`src/rtl/ctp_pkg.sv`:
```
package ctp_pkg;

  typedef enum logic [1:0] {
    ST_IDLE  = 2'd0,
    ST_HIGH  = 2'd1,
    ST_LOW   = 2'd2,
    ST_FAULT = 2'd3
  } ctp_state_e;

  // Minimum low phase depends on the divide code
  function automatic logic lo_len_legal(input int unsigned psc, input int unsigned lo);
    if (psc == 0)      return lo >= 2;
    else if (psc == 1) return lo >= 1;
    else               return 1'b1;
  endfunction

endpackage

```
`src/rtl/ctp_prescaler.sv`:
```
module ctp_prescaler #(
  parameter int PSC_W = 3
) (
  input  logic             clk_i,
  input  logic             rst_ni,
  input  logic             clr_i,
  input  logic [PSC_W-1:0] psc_i,
  output logic             tick_o
);
  localparam int DIV_W = (1 << PSC_W) - 1;

  logic [DIV_W-1:0] div_q;
  logic [DIV_W-1:0] mask;

  always_comb begin
    for (int i = 0; i < DIV_W; i++) mask[i] = (i < int'(psc_i));
  end

  assign tick_o = (div_q == mask);

  always_ff @(posedge clk_i or negedge rst_ni) begin
    if (!rst_ni)     div_q <= '0;
    else if (clr_i)  div_q <= '0;
    else if (tick_o) div_q <= '0;
    else             div_q <= div_q + 1'b1;
  end
endmodule

```
`src/rtl/ctp_jitter.sv`:
```
module ctp_jitter #(
  parameter int DEV_W = 7
) (
  input  logic             clk_i,
  input  logic             rst_ni,
  input  logic             clr_i,
  input  logic             en_i,
  input  logic             step_psc_i,
  input  logic [DEV_W-1:0] dev_i,
  input  logic             adv_i,
  output logic [DEV_W-1:0] jit_o
);
  logic [DEV_W-1:0] jit_q;
  logic             half_q;

  always_ff @(posedge clk_i or negedge rst_ni) begin
    if (!rst_ni) begin
      jit_q  <= '0;
      half_q <= 1'b0;
    end else if (clr_i || !en_i) begin
      jit_q  <= '0;
      half_q <= 1'b0;
    end else if (adv_i) begin
      half_q <= ~half_q;
      if (!step_psc_i || half_q)
        jit_q <= (jit_q >= dev_i) ? '0 : jit_q + 1'b1;
    end
  end

  assign jit_o = en_i ? jit_q : '0;
endmodule

```
`src/rtl/ct_pulse_gen.sv`:
```
module ct_pulse_gen #(
  parameter int PSC_W = 3,
  parameter int LEN_W = 4,
  parameter int DEV_W = 7
) (
  input  logic             clk_i,
  input  logic             rst_ni,
  input  logic             run_i,
  input  logic [PSC_W-1:0] psc_i,
  input  logic [LEN_W-1:0] hi_len_i,
  input  logic [LEN_W-1:0] lo_len_i,
  input  logic             ss_en_i,
  input  logic [DEV_W-1:0] ss_dev_i,
  input  logic             ss_psc_i,
  output logic             pulse_o,
  output logic             eop_o,
  output logic             cfg_err_o
);
  import ctp_pkg::*;

  localparam int PH_W = $clog2((1 << LEN_W) + (1 << DEV_W) + 1);

  ctp_state_e       state_q;
  logic [PSC_W-1:0] psc_q;
  logic [LEN_W-1:0] hi_q, lo_q;
  logic             ss_en_q, ss_psc_q;
  logic [DEV_W-1:0] dev_q;
  logic [PH_W-1:0]  ph_q;
  logic [PH_W-1:0]  cur_len;
  logic [DEV_W-1:0] jit;
  logic             active, tick, phase_done, start_ok;

  assign active   = run_i && (state_q == ST_HIGH || state_q == ST_LOW);
  assign start_ok = lo_len_legal(int'(psc_i), int'(lo_len_i));

  ctp_prescaler #(.PSC_W(PSC_W)) u_psc (
    .clk_i (clk_i),
    .rst_ni(rst_ni),
    .clr_i (!active),
    .psc_i (psc_q),
    .tick_o(tick)
  );

  always_comb begin
    if (state_q == ST_HIGH)
      cur_len = PH_W'(hi_q) + PH_W'(jit) + PH_W'(1);
    else
      cur_len = PH_W'(lo_q) + PH_W'(1);
  end

  assign phase_done = active && tick && (ph_q == cur_len - PH_W'(1));

  ctp_jitter #(.DEV_W(DEV_W)) u_jit (
    .clk_i     (clk_i),
    .rst_ni    (rst_ni),
    .clr_i     (!active),
    .en_i      (ss_en_q),
    .step_psc_i(ss_psc_q),
    .dev_i     (dev_q),
    .adv_i     (eop_o),
    .jit_o     (jit)
  );

  // Configuration capture on start
  always_ff @(posedge clk_i or negedge rst_ni) begin
    if (!rst_ni) begin
      psc_q    <= '0;
      hi_q     <= '0;
      lo_q     <= '0;
      ss_en_q  <= 1'b0;
      ss_psc_q <= 1'b0;
      dev_q    <= '0;
    end else if (state_q == ST_IDLE && run_i) begin
      psc_q    <= psc_i;
      hi_q     <= hi_len_i;
      lo_q     <= lo_len_i;
      ss_en_q  <= ss_en_i;
      ss_psc_q <= ss_psc_i;
      dev_q    <= ss_dev_i;
    end
  end

  always_ff @(posedge clk_i or negedge rst_ni) begin
    if (!rst_ni) begin
      state_q <= ST_IDLE;
      ph_q    <= '0;
    end else begin
      unique case (state_q)
        ST_IDLE: begin
          ph_q <= '0;
          if (run_i) state_q <= start_ok ? ST_HIGH : ST_FAULT;
        end
        ST_FAULT: if (!run_i) state_q <= ST_IDLE;
        default: begin
          if (!run_i) begin
            state_q <= ST_IDLE;
            ph_q    <= '0;
          end else if (phase_done) begin
            state_q <= (state_q == ST_HIGH) ? ST_LOW : ST_HIGH;
            ph_q    <= '0;
          end else if (tick) begin
            ph_q <= ph_q + 1'b1;
          end
        end
      endcase
    end
  end

  assign pulse_o   = run_i && (state_q == ST_HIGH);
  assign eop_o     = (state_q == ST_LOW) && phase_done;
  assign cfg_err_o = (state_q == ST_FAULT);

endmodule

```
`config.mk`:
```
export PLATFORM = sky130hd
export DESIGN_NAME = ct_pulse_gen
export DESIGN_NICKNAME = d
export VERILOG_FILES = /design/src/rtl/ctp_pkg.sv /design/src/rtl/ctp_prescaler.sv /design/src/rtl/ctp_jitter.sv /design/src/rtl/ct_pulse_gen.sv
export SDC_FILE = /design/constraint.sdc
export NUM_CORES = 1
export LEC_CHECK = 0
export BUFFER_PORTS_ARGS = -buffer_cell sky130_fd_sc_hd__clkbuf_2
export CORE_AREA = 3 3 109 111
export CTS_CLUSTER_DIAMETER = 60
export DETAILED_ROUTE_END_ITERATION = 12
export DIE_AREA = 0 0 112 114
export HOLD_SLACK_MARGIN = 0.05
export PLACE_DENSITY = 0.52
export SYNTH_ARGS = -nofsm -noshare
export SYNTH_HDL_FRONTEND = slang
export SYNTH_HIERARCHICAL = 1
export SYNTH_SLANG_ARGS = --single-unit
```
`constraint.sdc`:
```
create_clock -name clk_i -period 3.5 [get_ports clk_i]
set_input_delay 0.35 -clock clk_i [delete_from_list [all_inputs] [get_ports clk_i]]
set_output_delay 0.35 -clock clk_i [all_outputs]
set_load 0.02 [all_outputs]
```
### Word-level counts from Yosys, hierarchy flattened

Index checks and enable logic that the tools add are counted.
W data, S select, Z words.

| operators by class | value |
|---|---|
| add/subtract/negate cells | 7 |
| eq/ne operators | 10 |
| order comparisons | 10 |
| mux-type cells | 23 |
| bitwise logic cells | 2 |
| reduce and logical (&&, ||, !) cells | 19 |

Operators with widths:

| cell | count |
|---|---|
| $mux W7 | 7 |
| $mux W8 | 4 |
| $add A8 B1 Y8 const B | 2 |
| $pmux W8 S2 | 1 |
| $add A7 B1 Y7 const B | 2 |
| $mux W2 | 6 |
| $lt A3 B3 Y1 const A | 3 |
| $add A4 B7 Y8 | 1 |
| $eq A8 B8 Y1 | 1 |
| $sub A8 B1 Y8 const B | 1 |
| $eq A7 B7 Y1 | 1 |
| $ge A7 B7 Y1 | 1 |
| $logic_and A1 B1 Y1 | 6 |
| $lt A1 B3 Y1 const A | 2 |
| $lt A2 B3 Y1 const A | 2 |
| $add A4 B1 Y5 const B | 1 |
| $eq A2 B2 Y1 const B | 2 |
| $ge A4 B1 Y1 const B | 1 |
| $ge A4 B2 Y1 const B | 1 |
| $mux W1 | 4 |
| $ne A2 B2 Y1 const B | 2 |
| $ne A4 B1 Y1 const B | 1 |
| $pmux W2 S2 | 1 |
| $reduce_and A2 Y1 | 2 |
| 10 further kinds | 16 |

| word-level totals | value |
|---|---|
| bits in registers | 45 |
| logic and storage cells | 82 |
| output and inout port bits | 3 |

### Depth between registers and ports, before layout

Gate-level depths: netlist of run 1.

| depth | value |
|---|---|
| depth after elaboration | 10 |
| mapped depth | 16 |

### By module

The synthesis of run 1 kept the hierarchy.

Modules (own cells, without submodules):

| module | area an instance (µm²) | instances | cells an instance |
|---|---|---|---|
| ct_pulse_gen | 2033.2 | 1 | 198 |
| ctp_jitter | 688.2 | 1 | 73 |
| ctp_prescaler | 525.5 | 1 | 52 |

### Worst setup path after synthesis of run 1

Ideal clock, no wire load.

| path | value |
|---|---|
| path type | register -> register |
| start | reg u_jit.jit_q[2] |
| end | reg u_jit.jit_q[5] |
| library setup time | 0.087 ns |
| cell stages (with the launch flop) | 14 |
| required time | 3.413 ns |
| buffers on the path | 0 |
| arrival time | 3.973 ns |
| path slack | -0.560 ns |
| period minus slack after synthesis | 4.060 ns |
| cells stage by stage | dfrtp_1 and2_1 ha_1 and3b_1 or3_1 a22o_1 a2111oi_4 and4_1 a211oi_2 nor4b_1 and2_1 a21oi_4 or4_1 a22oi_1 |

| between the ends | value |
|---|---|
| longest elaborated chain between the ends | 10 |
| elaborated cells between the ends (all ways) | 16 |
| those cells by class | add/sub: 4; order compare: 1; eq/ne: 1; mux: 6; reduce/logical: 4 |

Ends and longest elaborated chain:

| item | line | RTL |
|---|---|---|
| start, declared | ctp_jitter.sv:13 | `logic [DEV_W-1:0] jit_q;` |
| start signal, assigned | ctp_jitter.sv:26 | `jit_q <= (jit_q >= dev_i) ? '0 : jit_q + 1'b1;` |
| $mux W7 | ctp_jitter.sv:30 | `assign jit_o = en_i ? jit_q : '0;` |
| via jit[2] | ct_pulse_gen.sv:30 | `logic [DEV_W-1:0] jit;` |
| $add A4 B7 Y8 | ct_pulse_gen.sv:46 | `cur_len = PH_W'(hi_q) + PH_W'(jit) + PH_W'(1);` |
| $add A8 B1 Y8 | ct_pulse_gen.sv:46 |  |
| $mux W8 | ct_pulse_gen.sv:45 | `if (state_q == ST_HIGH)` |
| $sub A8 B1 Y8 | ct_pulse_gen.sv:51 | `assign phase_done = active && tick && (ph_q == cur_len - PH_W'(1));` |
| $eq A8 B8 Y1 | ct_pulse_gen.sv:51 |  |
| $logic_and A1 B1 Y1 | ct_pulse_gen.sv:51 |  |
| $logic_and A1 B1 Y1 | ct_pulse_gen.sv:110 | `assign eop_o = (state_q == ST_LOW) && phase_done;` |
| via eop_o | ct_pulse_gen.sv:16 | `output logic eop_o,` |
| $reduce_bool A2 Y1 (no line) | -- |  |
| $reduce_and A2 Y1 (no line) | -- |  |

The timed path passes the listed nets, and every way through them passes these cells. The select of a mux whose other input is x is not followed.
A chain may end at the register's enable or synchronous reset.

### Worst setup path after layout of run 1

| path | value |
|---|---|
| start | reg ss_en_q |
| end | out eop_o |

| between the ends | value |
|---|---|
| longest elaborated chain between the ends | 8 |

Ends and longest elaborated chain:

| item | line | RTL |
|---|---|---|
| start, declared | ct_pulse_gen.sv:26 | `logic ss_en_q, ss_psc_q;` |
| start signal, assigned | ct_pulse_gen.sv:77 | `ss_en_q <= ss_en_i;` |
| $mux W7 | ctp_jitter.sv:30 |  |
| via jit[1] | ct_pulse_gen.sv:30 |  |
| $add A4 B7 Y8 | ct_pulse_gen.sv:46 |  |
| $add A8 B1 Y8 | ct_pulse_gen.sv:46 |  |
| $mux W8 | ct_pulse_gen.sv:45 |  |
| $sub A8 B1 Y8 | ct_pulse_gen.sv:51 |  |
| $eq A8 B8 Y1 | ct_pulse_gen.sv:51 |  |
| $logic_and A1 B1 Y1 | ct_pulse_gen.sv:51 |  |
| $logic_and A1 B1 Y1 | ct_pulse_gen.sv:110 |  |
| end, declared | ct_pulse_gen.sv:16 |  |

The timed path passes the listed nets, and every way through them passes these cells.

==> reports/qor_table.md, run 1 <==
| Quantity | Reported |
| --- | --- |
| Status | finished, violations left |
| Failing checks | negative setup slack |
| Most frequently used cell type in the post-synthesis netlist | sky130_fd_sc_hd__dfrtp_1 |
| Most frequent cells after synthesis | 45 x sky130_fd_sc_hd__dfrtp_1, 21 x sky130_fd_sc_hd__mux2_2, 21 x sky130_fd_sc_hd__nand2_1 |
| Design area | 4150 um^2 |
| Number of distinct library cell variants in the gate-level netlist after synthesis | 72 |
| Largest net degree at the start of global routing | 26 |
| Fraction of final layout cells sized beyond drive strength 1 | 0.383 |
| Number of hold violations in the final report | 0 |
| # nets final | 432 |
| Post-layout min period | 3.70 ns |
| Insertion delay to the later sink of the worst-skew pair | 0.30 ns |
| Register bit count reported by yosys | 45 |
| Global-route wire length before repair | 12900 um |
| Primary flip-flop cell chosen by synthesis mapping | sky130_fd_sc_hd__dfrtp_1 |
| Cell accounting for the most synthesized area | sky130_fd_sc_hd__dfrtp_1 |
| Horizontal die dimension | 112 um |
| Post-synthesis xor/xnor area fraction | 0.0647 |
| Remaining antenna violation count after routing | 0 |
| DIE AREA | 12800 um^2 |
| Worst min path class | primary input to asynchronous set/reset pin |
| Yosys synthesis warning count | 6 |
| CTS clock-pin slew for the worst setup and hold paths | 0.09 ns |
| Placed Instances | 511 |
| Post-synthesis net count | 367 |
| Number of top-level pins | 26 |
| Initial cell density of the core | 0.298 |
| CP max FO | 6 |
| Req. time, crit path | 3.15 ns |
| CP Class | flop to output port |
| Cell count after synthesis | 323 |
| Final Skew | 0.00922 ns |
| Compound-gate portion of the synthesized area | 0.200 |
| Setup Total Neg Slack | -0.645 ns |
| Via count of the routed design | 2677 |
| Post-synthesis cell area | 3250 um^2 |
| Post-DR vias/cell | 5.06 |
| Data arrival time of the worst path | 3.35 ns |
| Core Util, Final | 0.381 |
| Number of buffers on the longest clock path | 2 |
| Dominant combinational cell family by area after synthesis | compound AO/OA/AOI/OAI gates |
| Number of inserted diodes | 0 |
| Number of antenna violations at the first check in global routing | 0 |
| Transition time at the pin with the least slew margin | 0.898 ns |
| Number of clock buffers inserted by TritonCTS | 5 |
| Number of sinks handled by clock tree synthesis | 45 |
| Aggregate global routing overflow | 0 |
| Synth Area in Simple Gates | 0.185 |
| Max Clk Rate | 0.270 GHz |
| Slew headroom | 0.400 |
| TritonCTS clock tree | built |
| Maximum ir drop on the vdd rail | 0.291 mV |
| Worst hold slack across all endpoints | 0.0838 ns |
| Number of max-cap violations | 0 |
| Placed cell area | 3780 um^2 |
| Launching element type of the critical path | flop |
| Share of Yosys cell area claimed by the top area cell type | 0.347 |
| Vias in the first global route | 2751 |
| Per-instance average area after synthesis | 10.1 um^2 |
| Wirelength per Cell | 14.3 um |
| Share of synthesized area occupied by flip-flops and latches | 0.347 |
| Post-synthesis mux area share | 0.0821 |
| Routed Wire Length | 7550 um |
| Final worst slack | -0.202 ns |
| Final cell count without fillers | 529 |
| Final clock period utilization by the worst path | 1.06 |
| Relative area change from synthesis to final layout | 27.7% |
| Power density normalized to cell area | 721 nW/um^2 |
| Iteration count of the initial detailed-routing pass | 4 |
| Max-slew violations | 0 |
| Clock root cell | sky130_fd_sc_hd__clkbuf_8 |
| Leak Pwr | 1.75 nW |
| Die height | 114 um |
| RSZ-0062 raised after global routing | true |
| Placed wire-length estimate after detailed placement | 5710 um |
| Weighted congestion reported at the end of routability-driven placement | 0.832 |
| Floorplan core area | 10900 um^2 |
| Share of synthesized cell area in full adder, half adder and majority cells | 0.0867 |
| Post-synth EDFFs | 0 |
| Cell row count | 38 |
| Number of DRC violations after detailed routing | 0 |
| Largest cells by area after synthesis | sky130_fd_sc_hd__dfrtp_1 35%, sky130_fd_sc_hd__ha_1 7.7%, sky130_fd_sc_hd__mux2_2 7.3% |
| Setup violations, final | 4 |
| Final-layout fill cell count | 1105 |
| Crit end category | output port |
| GRT Resource Usage Total | 0.122 |
| IO Port Bufs | 25 |
| Share of async-settable or async-resettable flops after synthesis | 1.00 |
| Max H-tree Level | 2 |
| Number of DRC markers after the initial detailed-route iteration | 48 |
## cell type report
class,instances,area [um^2],area share
sequential,45,1130,0.272
clock inverter,2,38.8,0.00935
timing repair buffer,65,439,0.106
clock buffer,6,72.6,0.0175
tap,140,175,0.0422
multi-input combinational,250,2210,0.534
inverter,21,78.8,0.0190
## where the power goes
| group | internal [mW] | total, mW | switching, mW |
|---|---|---|---|
| sequential | 0.668 | 0.828 | 0.160 |
| clock | 0.214 | 0.395 | 0.181 |
| combinational | 0.918 | 1.77 | 0.850 |
| total | 1.80 | 2.99 | 1.19 |
## worst paths after layout
check	from	endpoint	slack (ns)	depth (start not counted)
setup / recovery	ss_en_q	eop_o	-0.20	12
hold / removal	rst_ni	dev_q[1]	0.08	1
setup reg to reg	ss_en_q	u_jit/jit_q[5]	-0.17	14
hold reg to reg	ss_psc_q	ss_psc_q	0.51	1
max in group asynchronous	rst_ni	state_q[0]	2.66	2
min in group clk_i	ss_dev_i[3]	dev_q[3]	0.27	2
## routing by layer
| layer | vias up | track usage | share of wire |
|---|---|---|---|
| met4 | 0 | 0.0337 | 0.016 |
| met5 | - | 0 | 0 |
| li1 | 1320 | - | - |
| met2 | 38 | 0.213 | 0.49 |
| met1 | 1309 | 0.155 | 0.47 |
| met3 | 10 | 0.0249 | 0.028 |
## worst max-delay path, stage by stage, from the launching register on
cell and delay [ns]:
sky130_fd_sc_hd__dfrtp_2 0.44, sky130_fd_sc_hd__and2_4 0.16, sky130_fd_sc_hd__ha_4 0.21, sky130_fd_sc_hd__and3b_1 0.18, sky130_fd_sc_hd__or3_4 0.38, sky130_fd_sc_hd__a22o_4 0.27
sky130_fd_sc_hd__a2111oi_4 0.38, sky130_fd_sc_hd__and4_4 0.29, sky130_fd_sc_hd__a211oi_4 0.05, sky130_fd_sc_hd__nor4b_4 0.29, sky130_fd_sc_hd__and2_4 0.21, sky130_fd_sc_hd__buf_6 0.10
sky130_fd_sc_hd__buf_8 0.10
## cell families (layout without fill, tap and decap cells)
family	after synthesis	after routing
fa+ha+maj	22	22
mux	24	24
buf+inv	28	94
simple gates	105	105
xor+xnor	24	24
compound gates	75	75
flops	45	45
## registers in the layout, summed over array words and instances, names as in the netlist
name / count
ph_q: 8
dev_q: 7
u_jit/jit_q: 7
u_psc/div_q: 7
hi_q: 4
lo_q: 4
psc_q: 3
state_q: 2
ss_en_q: 1
ss_psc_q: 1
u_jit/half_q: 1
## timing repair
item,CTS,global route
pin swaps,15,14
setup buffers,7,5
gates resized for setup,18,16
setup endpoints to repair,8,19
hold buffers,0,0
## cell usage in the layout (no fill, tap or decap), drive strengths merged, types with 10 or more instances in the layout
cell	n
buf	41
and2	11
mux2	21
ha	20
nand3	14
clkbuf	30
xnor2	12
nor2	17
xor2	12
nand2	21
dfrtp	45
o21ai	10
a211oi	11
inv	21
## stage by stage
step / setup WS [ns] / total power [mW]
after floorplan: -0.0677 / 1.93
after global placement: -0.0892 / 2.38
after detailed placement: -0.189 / 2.41
after CTS: -0.388 / 2.94
after global routing: -0.385 / 3.24
final: -0.202 / 2.99
Power figures use the tool's default switching activity.
==> inputs of run 2 (changes only) <==
--- a/config.mk
+++ b/config.mk
@@ -6,12 +6,12 @@
 export NUM_CORES = 1
 export LEC_CHECK = 0
 export BUFFER_PORTS_ARGS = -buffer_cell sky130_fd_sc_hd__clkbuf_2
-export CORE_AREA = 3 3 109 111
+export CORE_AREA = 3 3 67 101
 export CTS_CLUSTER_DIAMETER = 60
 export DETAILED_ROUTE_END_ITERATION = 12
-export DIE_AREA = 0 0 112 114
+export DIE_AREA = 0 0 70 104
 export HOLD_SLACK_MARGIN = 0.05
-export PLACE_DENSITY = 0.52
+export PLACE_DENSITY = 0.81
 export SYNTH_ARGS = -nofsm -noshare
 export SYNTH_HDL_FRONTEND = slang
 export SYNTH_HIERARCHICAL = 1
==> run 2 against run 1 <==
Critical path type is now flop to flop. The flow still finishes with violations (negative setup slack). Sequential power grew 1%. Final cell count shrank 12%. Worst hold slack improved by 0.18 ns. Critical path depth increased by 2. Critical endpoint is now u_jit/jit_q[5]. Sequential share of layout area rose by 0.31 points. Combinational power rose by 4%.
==> reports/qor_table.md, run 2 (same netlist as run 1, synthesis figures left out) <==
| Quantity | Reported | Delta |
| --- | --- | --- |
| CP Class | flop to flop |  |
| Cell row count | 35 | -7.9% |
| Reg2Reg Launch Point | ss_en_q |  |
| RSZ-0062 raised after global routing | true |  |
| Number of inserted diodes | 0 | unchanged |
| Number of top-level pins | 26 | unchanged |
| Via count of the routed design | 2769 | +3.4% |
| Post-DR vias/cell | 5.97 | +18% |
| Number of antenna violations at the first check in global routing | 0 | unchanged |
| Maximum ir drop on the vdd rail | 0.598 mV | +110% |
| Leak Pwr | 1.76 nW | +0.46% |
| Pwr Total | 3.09 mW | +3.5% |
| Clock root cell | sky130_fd_sc_hd__clkbuf_8 |  |
| Largest net degree at the start of global routing | 34 | +31% |
| CTS clock-pin slew for the worst setup and hold paths | 0.09 ns | about the same |
| Post-layout min period | 3.80 ns | +0.102 ns |
| Setup slack, reg-to-reg | -0.30 ns | -0.13 ns |
| Count of cells along the worst hold path | 2 |  |
| Final Skew | 0.00710 ns | -0.00212 ns |
| Setup violations, final | 8 | +4 |
| CP max-delay cell | sky130_fd_sc_hd__dfrtp_2 |  |
| Insertion delay to the later sink of the worst-skew pair | 0.31 ns | about the same |
| Biggest register | ph_q |  |
| Reg2Reg Depth | 14 | unchanged |
| TritonCTS clock tree | built |  |
| Placed cell area | 3720 um^2 | -1.8% |
| CP Buf/Inv Count | 1 | -1 |
| Power density normalized to cell area | 755 nW/um^2 | +4.6% |
| Number of DRC violations after detailed routing | 0 | unchanged |
| Req. time, crit path | 3.73 ns | +0.58 ns |
| Number of clock buffers inserted by TritonCTS | 5 | unchanged |
| Transition time at the pin with the least slew margin | 0.881 ns | -0.0170 ns |
| DIE AREA | 7280 um^2 | -43% |
| Routed Wire Length | 7990 um | +5.8% |
| Launching element type of the critical path | flop |  |
| Cell repeated most along the worst path | sky130_fd_sc_hd__and2_4 |  |
| Floorplan core area | 6040 um^2 | -44% |
| Crit end category | flop |  |
| Status | finished, violations left |  |
| Relative area change from synthesis to final layout | 26.3% |  |
| Failing checks | negative setup slack |  |
| Max H-tree Level | 2 | unchanged |
| Number of DRC markers after the initial detailed-route iteration | 215 | +350% |
| Delay contributed by the slowest stage of the critical path | 0.44 ns | about the same |
| Max Clk Rate | 0.263 GHz | -2.7% |
| Core Util, Final | 0.678 | +0.298 |
| Iteration count of the initial detailed-routing pass | 5 | +1 |
| Final clock period utilization by the worst path | 1.09 | +0.0292 |
| Capture point of the worst reg-to-reg path | u_jit/jit_q[5] |  |
| Number of sinks handled by clock tree synthesis | 45 | unchanged |
| # nets final | 433 | +0.23% |
| CP Cell Sequence | and2_4, ha_4, and3b_1, or3_4, a22o_4, a2111oi_4, and4_1, a211oi_2, nor4b_4, and2_4, buf_4, a21oi_4, or4_1, a22oi_1 |  |
| Aggregate global routing overflow | 0 | unchanged |
| Worst Hold Path EP | dev_q[3] |  |
| Final worst slack | -0.304 ns | -0.102 ns |
| Remaining antenna violation count after routing | 0 | unchanged |
| Weighted congestion reported at the end of routability-driven placement | 0.823 | -1.1% |
| Number of hold violations in the final report | 0 | unchanged |
| Global-route wire length before repair | 13300 um | +2.9% |
| Max reg flops | 8 | unchanged |
| Slew headroom | 0.411 | +0.0113 |
| Worst min path class | primary input to flop |  |
| Initial cell density of the core | 0.537 | +0.239 |
| CP max FO | 6 | unchanged |
| Most common library cell in the layout ignoring fill and taps | sky130_fd_sc_hd__dfrtp_1 |  |
| GRT Resource Usage Total | 0.225 | +0.102 |
| Fraction of final layout cells sized beyond drive strength 1 | 0.385 | +0.00158 |
| Number of max-cap violations | 0 | unchanged |
| Family with the most delay on the worst path | simple AND/OR/NAND/NOR gates |  |
| Most frequent cells in the layout | 44 x sky130_fd_sc_hd__dfrtp_1, 38 x sky130_fd_sc_hd__buf_4, 24 x sky130_fd_sc_hd__clkbuf_2 |  |
| Number of buffers on the longest clock path | 2 | unchanged |
| IO Port Bufs | 25 | unchanged |
| Data arrival time of the worst path | 4.03 ns | +0.68 ns |
| Die height | 104 um | -8.8% |
| Design area | 4100 um^2 | -1.1% |
| Horizontal die dimension | 70 um | -38% |
| Wirelength per Cell | 17.2 um | +21% |
| Vias in the first global route | 2989 | +8.7% |
| Placed wire-length estimate after detailed placement | 5710 um | about the same |
| Hold Path Origin | ss_dev_i[3] |  |
| Max-slew violations | 0 | unchanged |
[run 2: timing repair]
item,4_1_cts,5_1_grt
gates resized for setup,14,21
pin swaps,12,20
setup buffers,6,2
endpoints found under the hold margin,12,0
endpoints found under the setup margin,8,19
hold buffers,1,0
[run 2: worst max path at each step]
stage | depth (start not counted) | endpoint | slack [ns] | from
after floorplan | 13 | u_jit/jit_q[6] | -0.07 | ss_en_q
after global placement | 13 | u_jit/jit_q[5] | -0.09 | ss_en_q
after detailed placement | 13 | u_jit/jit_q[5] | -0.23 | ss_en_q
after CTS | 12 | eop_o | -0.40 | ss_en_q
after global routing | 14 | u_jit/jit_q[5] | -0.45 | ss_en_q
final | 14 | u_jit/jit_q[5] | -0.30 | ss_en_q
[run 2: through the flow]
stage	setup WS, ns	TNS, ns	std cells	hold WS (ns)
3_5_place_dp	-0.230	-1.05	447	0.264
3_3_place_gp	-0.0912	-0.270	447	0.266
5_1_grt	-0.455	-2.72	464	0.273
2_1_floorplan	-0.0677	-0.143	323	0.0544
4_1_cts	-0.401	-1.71	462	0.267
6_report	-0.304	-1.29	464	0.267
[run 2: layer usage]
metal | share of wire | global-route usage | vias to the layer above
li1 | - | - | 1324
met1 | 0.36 | 0.237 | 1375
met2 | 0.59 | 0.428 | 51
met3 | 0.030 | 0.0368 | 19
met4 | 0.025 | 0.0932 | 0
met5 | 0 | 0 | -
[run 2: worst reg2reg max path, stage by stage, from the launching register on]
cell and delay, ns:
sky130_fd_sc_hd__dfrtp_2 0.44, sky130_fd_sc_hd__and2_4 0.18, sky130_fd_sc_hd__ha_4 0.22, sky130_fd_sc_hd__and3b_1 0.19, sky130_fd_sc_hd__or3_4 0.39, sky130_fd_sc_hd__a22o_4 0.27, sky130_fd_sc_hd__a2111oi_4 0.37, sky130_fd_sc_hd__and4_1 0.26
sky130_fd_sc_hd__a211oi_2 0.07, sky130_fd_sc_hd__nor4b_4 0.34, sky130_fd_sc_hd__and2_4 0.22, sky130_fd_sc_hd__buf_4 0.13, sky130_fd_sc_hd__a21oi_4 0.07, sky130_fd_sc_hd__or4_1 0.42, sky130_fd_sc_hd__a22oi_1 0.17
[run 2: final cells by class]
type,instances,area (um^2)
repair buffers,66,453
flip-flops and latches,45,1130
multi-input cells,250,2230
clock inverters,2,37.5
clock buffers,6,82.6
inverters,21,78.8
well taps,74,92.6
fillers,443,1940
[run 2: power by group]
part,internal (mW),total (mW),leakage [nW],switching (mW)
sequential,0.668,0.838,0.579,0.170
clock,0.232,0.417,0.0574,0.185
combinational,0.942,1.84,1.12,0.897
total,1.84,3.09,1.76,1.25
==> inputs of run 3 (changes only) <==
--- a/config.mk
+++ b/config.mk
@@ -6,10 +6,12 @@
 export NUM_CORES = 1
 export LEC_CHECK = 0
 export BUFFER_PORTS_ARGS = -buffer_cell sky130_fd_sc_hd__clkbuf_2
-export CORE_AREA = 3 3 67 101
+export CELL_PAD_IN_SITES_DETAIL_PLACEMENT = 0
+export CELL_PAD_IN_SITES_GLOBAL_PLACEMENT = 1
+export CORE_AREA = 3 3 75 113
 export CTS_CLUSTER_DIAMETER = 60
 export DETAILED_ROUTE_END_ITERATION = 12
-export DIE_AREA = 0 0 70 104
+export DIE_AREA = 0 0 78 116
 export HOLD_SLACK_MARGIN = 0.05
 export PLACE_DENSITY = 0.81
 export SYNTH_ARGS = -nofsm -noshare
==> run 3 against run 2 <==
The flow still finishes with violations (negative setup slack). Core utilization down 13 points. Worst hold slack worse by 0.12 ns. Final cell count up 5.6%. Sequential power about the same. Total power about the same. Clock-buffer cell count unchanged. Via count down 1.8%. Die area up 24%.
==> reports/qor_table.md, run 3 (same netlist as run 1, synthesis figures left out) <==
| Quantity | Reported | Delta |
| --- | --- | --- |
| Status | finished, violations left |  |
| Failing checks | negative setup slack |  |
| Iteration count of the initial detailed-routing pass | 4 | -1 |
| Placed wire-length estimate after detailed placement | 5860 um | +2.6% |
| Vias in the first global route | 2835 | -5.2% |
| CP Buf/Inv Count | 3 | +2 |
| Crit end category | output port |  |
| IO Port Bufs | 25 | unchanged |
| CP max-delay cell | sky130_fd_sc_hd__dfrtp_2 |  |
| Most common library cell in the layout ignoring fill and taps | sky130_fd_sc_hd__dfrtp_1 |  |
| GRT Resource Usage Total | 0.186 | -0.0391 |
| RSZ-0062 raised after global routing | true |  |
| Setup slack, reg-to-reg | -0.19 ns | +0.11 ns |
| Reg2Reg Depth | 14 | unchanged |
| Relative area change from synthesis to final layout | 27.7% |  |
| CP Class | flop to output port |  |
| Critical Path Start | ss_en_q |  |
| DIE AREA | 9050 um^2 | +24% |
| Max-slew violations | 0 | unchanged |
| Req. time, crit path | 3.15 ns | -0.58 ns |
| Launching element type of the critical path | flop |  |
| Data arrival time of the worst path | 3.38 ns | -0.65 ns |
| Max reg flops | 8 | unchanged |
| Fraction of final layout cells sized beyond drive strength 1 | 0.384 | -0.000595 |
| Insertion delay to the later sink of the worst-skew pair | 0.29 ns | -0.02 ns |
| Setup violations, final | 8 | unchanged |
| Delay contributed by the slowest stage of the critical path | 0.43 ns | about the same |
| Die height | 116 um | +12% |
| Wirelength per Cell | 16.1 um | -6.5% |
| Most frequent cells in the layout | 44 x sky130_fd_sc_hd__dfrtp_1, 36 x sky130_fd_sc_hd__buf_4, 24 x sky130_fd_sc_hd__clkbuf_2 |  |
| Remaining antenna violation count after routing | 0 | unchanged |
| Transition time at the pin with the least slew margin | 0.987 ns | +0.106 ns |
| Number of inserted diodes | 0 | unchanged |
| Initial cell density of the core | 0.427 | -0.111 |
| Number of buffers inserted by hold repair at cts | 0 | -1 |
| Number of clock buffers inserted by TritonCTS | 5 | unchanged |
| Core Util, Final | 0.545 | -0.134 |
| # nets final | 431 | -0.46% |
| CP max FO | 6 | unchanged |
| Number of sinks handled by clock tree synthesis | 45 | unchanged |
| Cell row count | 39 | +11% |
| Post-layout min period | 3.73 ns | -0.0711 ns |
| Slew headroom | 0.341 | -0.0708 |
| CTS clock-pin slew for the worst setup and hold paths | 0.07 ns | -0.02 ns |
| Post-DR vias/cell | 5.55 | -7.0% |
| Biggest register | ph_q |  |
| Number of antenna violations at the first check in global routing | 0 | unchanged |
| Floorplan core area | 7610 um^2 | +26% |
| Number of top-level pins | 26 | unchanged |
| Maximum ir drop on the vdd rail | 0.549 mV | -8.2% |
| Horizontal die dimension | 78 um | +11% |
| Via count of the routed design | 2720 | -1.8% |
| Leak Pwr | 1.77 nW | +0.42% |
| Final-layout fill cell count | 693 | +56% |
| Max Clk Rate | 0.268 GHz | +1.9% |
| Power density normalized to cell area | 746 nW/um^2 | -1.2% |
| Final Skew | 0.00524 ns | -0.00186 ns |
| Global-route wire length before repair | 13300 um | -0.11% |
| Reg2Reg Launch Point | ss_en_q |  |
| Number of DRC violations after detailed routing | 0 | unchanged |
| Weighted congestion reported at the end of routability-driven placement | 0.836 | +1.6% |
| Number of DRC markers after the initial detailed-route iteration | 66 | -69% |
| TritonCTS clock tree | built |  |
| Max H-tree Level | 2 | unchanged |
| Clock root cell | sky130_fd_sc_hd__clkbuf_16 |  |
| Number of max-cap violations | 0 | unchanged |
| Number of hold violations in the final report | 0 | unchanged |
| Final clock period utilization by the worst path | 1.07 | -0.0203 |
| Family with the most delay on the worst path | compound AO/OA/AOI/OAI gates |  |
| CP Cell Sequence | and2_4, ha_4, a21o_2, or3_4, a22o_4, a2111oi_4, buf_4, a2111oi_4, a211oi_2, nor4b_4, and2_4, buf_6, buf_8 |  |
| Routed Wire Length | 7890 um | -1.3% |
| Largest net degree at the start of global routing | 32 | -5.9% |
| Setup Total Neg Slack | -1.14 ns | +0.147 ns |
| Critical path depth in cells | 13 | -1 |
| Aggregate global routing overflow | 0 | unchanged |
| Final worst slack | -0.233 ns | +0.0712 ns |
| Number of buffers on the longest clock path | 2 | unchanged |
| Worst min path class | primary input to asynchronous set/reset pin |  |
| Pwr Total | 3.09 mW | about the same |
-- run 3: layout make-up --
cell class | instances | area, um^2 | area share
Clock buffer | 6 | 139 | 0.0335
Inverter | 21 | 78.8 | 0.0190
Timing Repair Buffer | 64 | 439 | 0.106
Tap cell | 102 | 128 | 0.0308
Sequential cell | 45 | 1130 | 0.272
Clock inverter | 2 | 13.8 | 0.00332
Multi-Input combinational cell | 250 | 2220 | 0.536
-- run 3: report_power, final --
part           switching, mW  total, mW  leakage (nW)  internal (mW)
sequential             0.166      0.835         0.579          0.669
clock                  0.207      0.491        0.0768          0.284
combinational          0.861       1.77          1.11          0.906
-- run 3: metal layers --
layer / vias up / part of all wire / global-route usage
li1: 1324 / - / -
met1: 1323 / 0.40 / 0.204
met2: 56 / 0.54 / 0.342
met3: 17 / 0.028 / 0.0280
met4: 0 / 0.036 / 0.0980
met5: - / 0 / 0
-- run 3: through the flow --
stage	setup slack (ns)	area, um^2	hold WS, ns	std cells
2_1_floorplan	-0.0677	3290	0.0544	323
3_3_place_gp	-0.0373	3740	0.473	473
3_5_place_dp	-0.148	3740	0.486	473
4_1_cts	-0.323	4060	0.167	489
5_1_grt	-0.384	4150	0.195	490
6_report	-0.233	4150	0.144	490
-- run 3: worst register-to-register path, cell delays in order (launching register included) --
cell and delay [ns]:
sky130_fd_sc_hd__dfrtp_2 0.43, sky130_fd_sc_hd__and2_4 0.17, sky130_fd_sc_hd__ha_4 0.22, sky130_fd_sc_hd__a21o_2 0.22
sky130_fd_sc_hd__or3_4 0.38, sky130_fd_sc_hd__a22o_4 0.27, sky130_fd_sc_hd__a2111oi_4 0.38, sky130_fd_sc_hd__and4_1 0.26
sky130_fd_sc_hd__a211oi_2 0.07, sky130_fd_sc_hd__nor4b_4 0.29, sky130_fd_sc_hd__and2_4 0.20, sky130_fd_sc_hd__buf_4 0.12
sky130_fd_sc_hd__a21oi_4 0.07, sky130_fd_sc_hd__or4_1 0.39, sky130_fd_sc_hd__a22oi_1 0.14
-- run 3: final timing paths --
check                                       to
worst min register to register        dev_q[4]
worst max-delay path                     eop_o
min in group clk_i                     hi_q[2]
worst max register to register  u_jit/jit_q[6]
max in group asynchronous              ss_en_q
worst min-delay path                   ph_q[0]
-- run 3: repair_timing --
action,CTS,global route
endpoints found under the setup margin,8,19
setup buffers,8,4
resized for setup,18,17
pin swaps,16,19
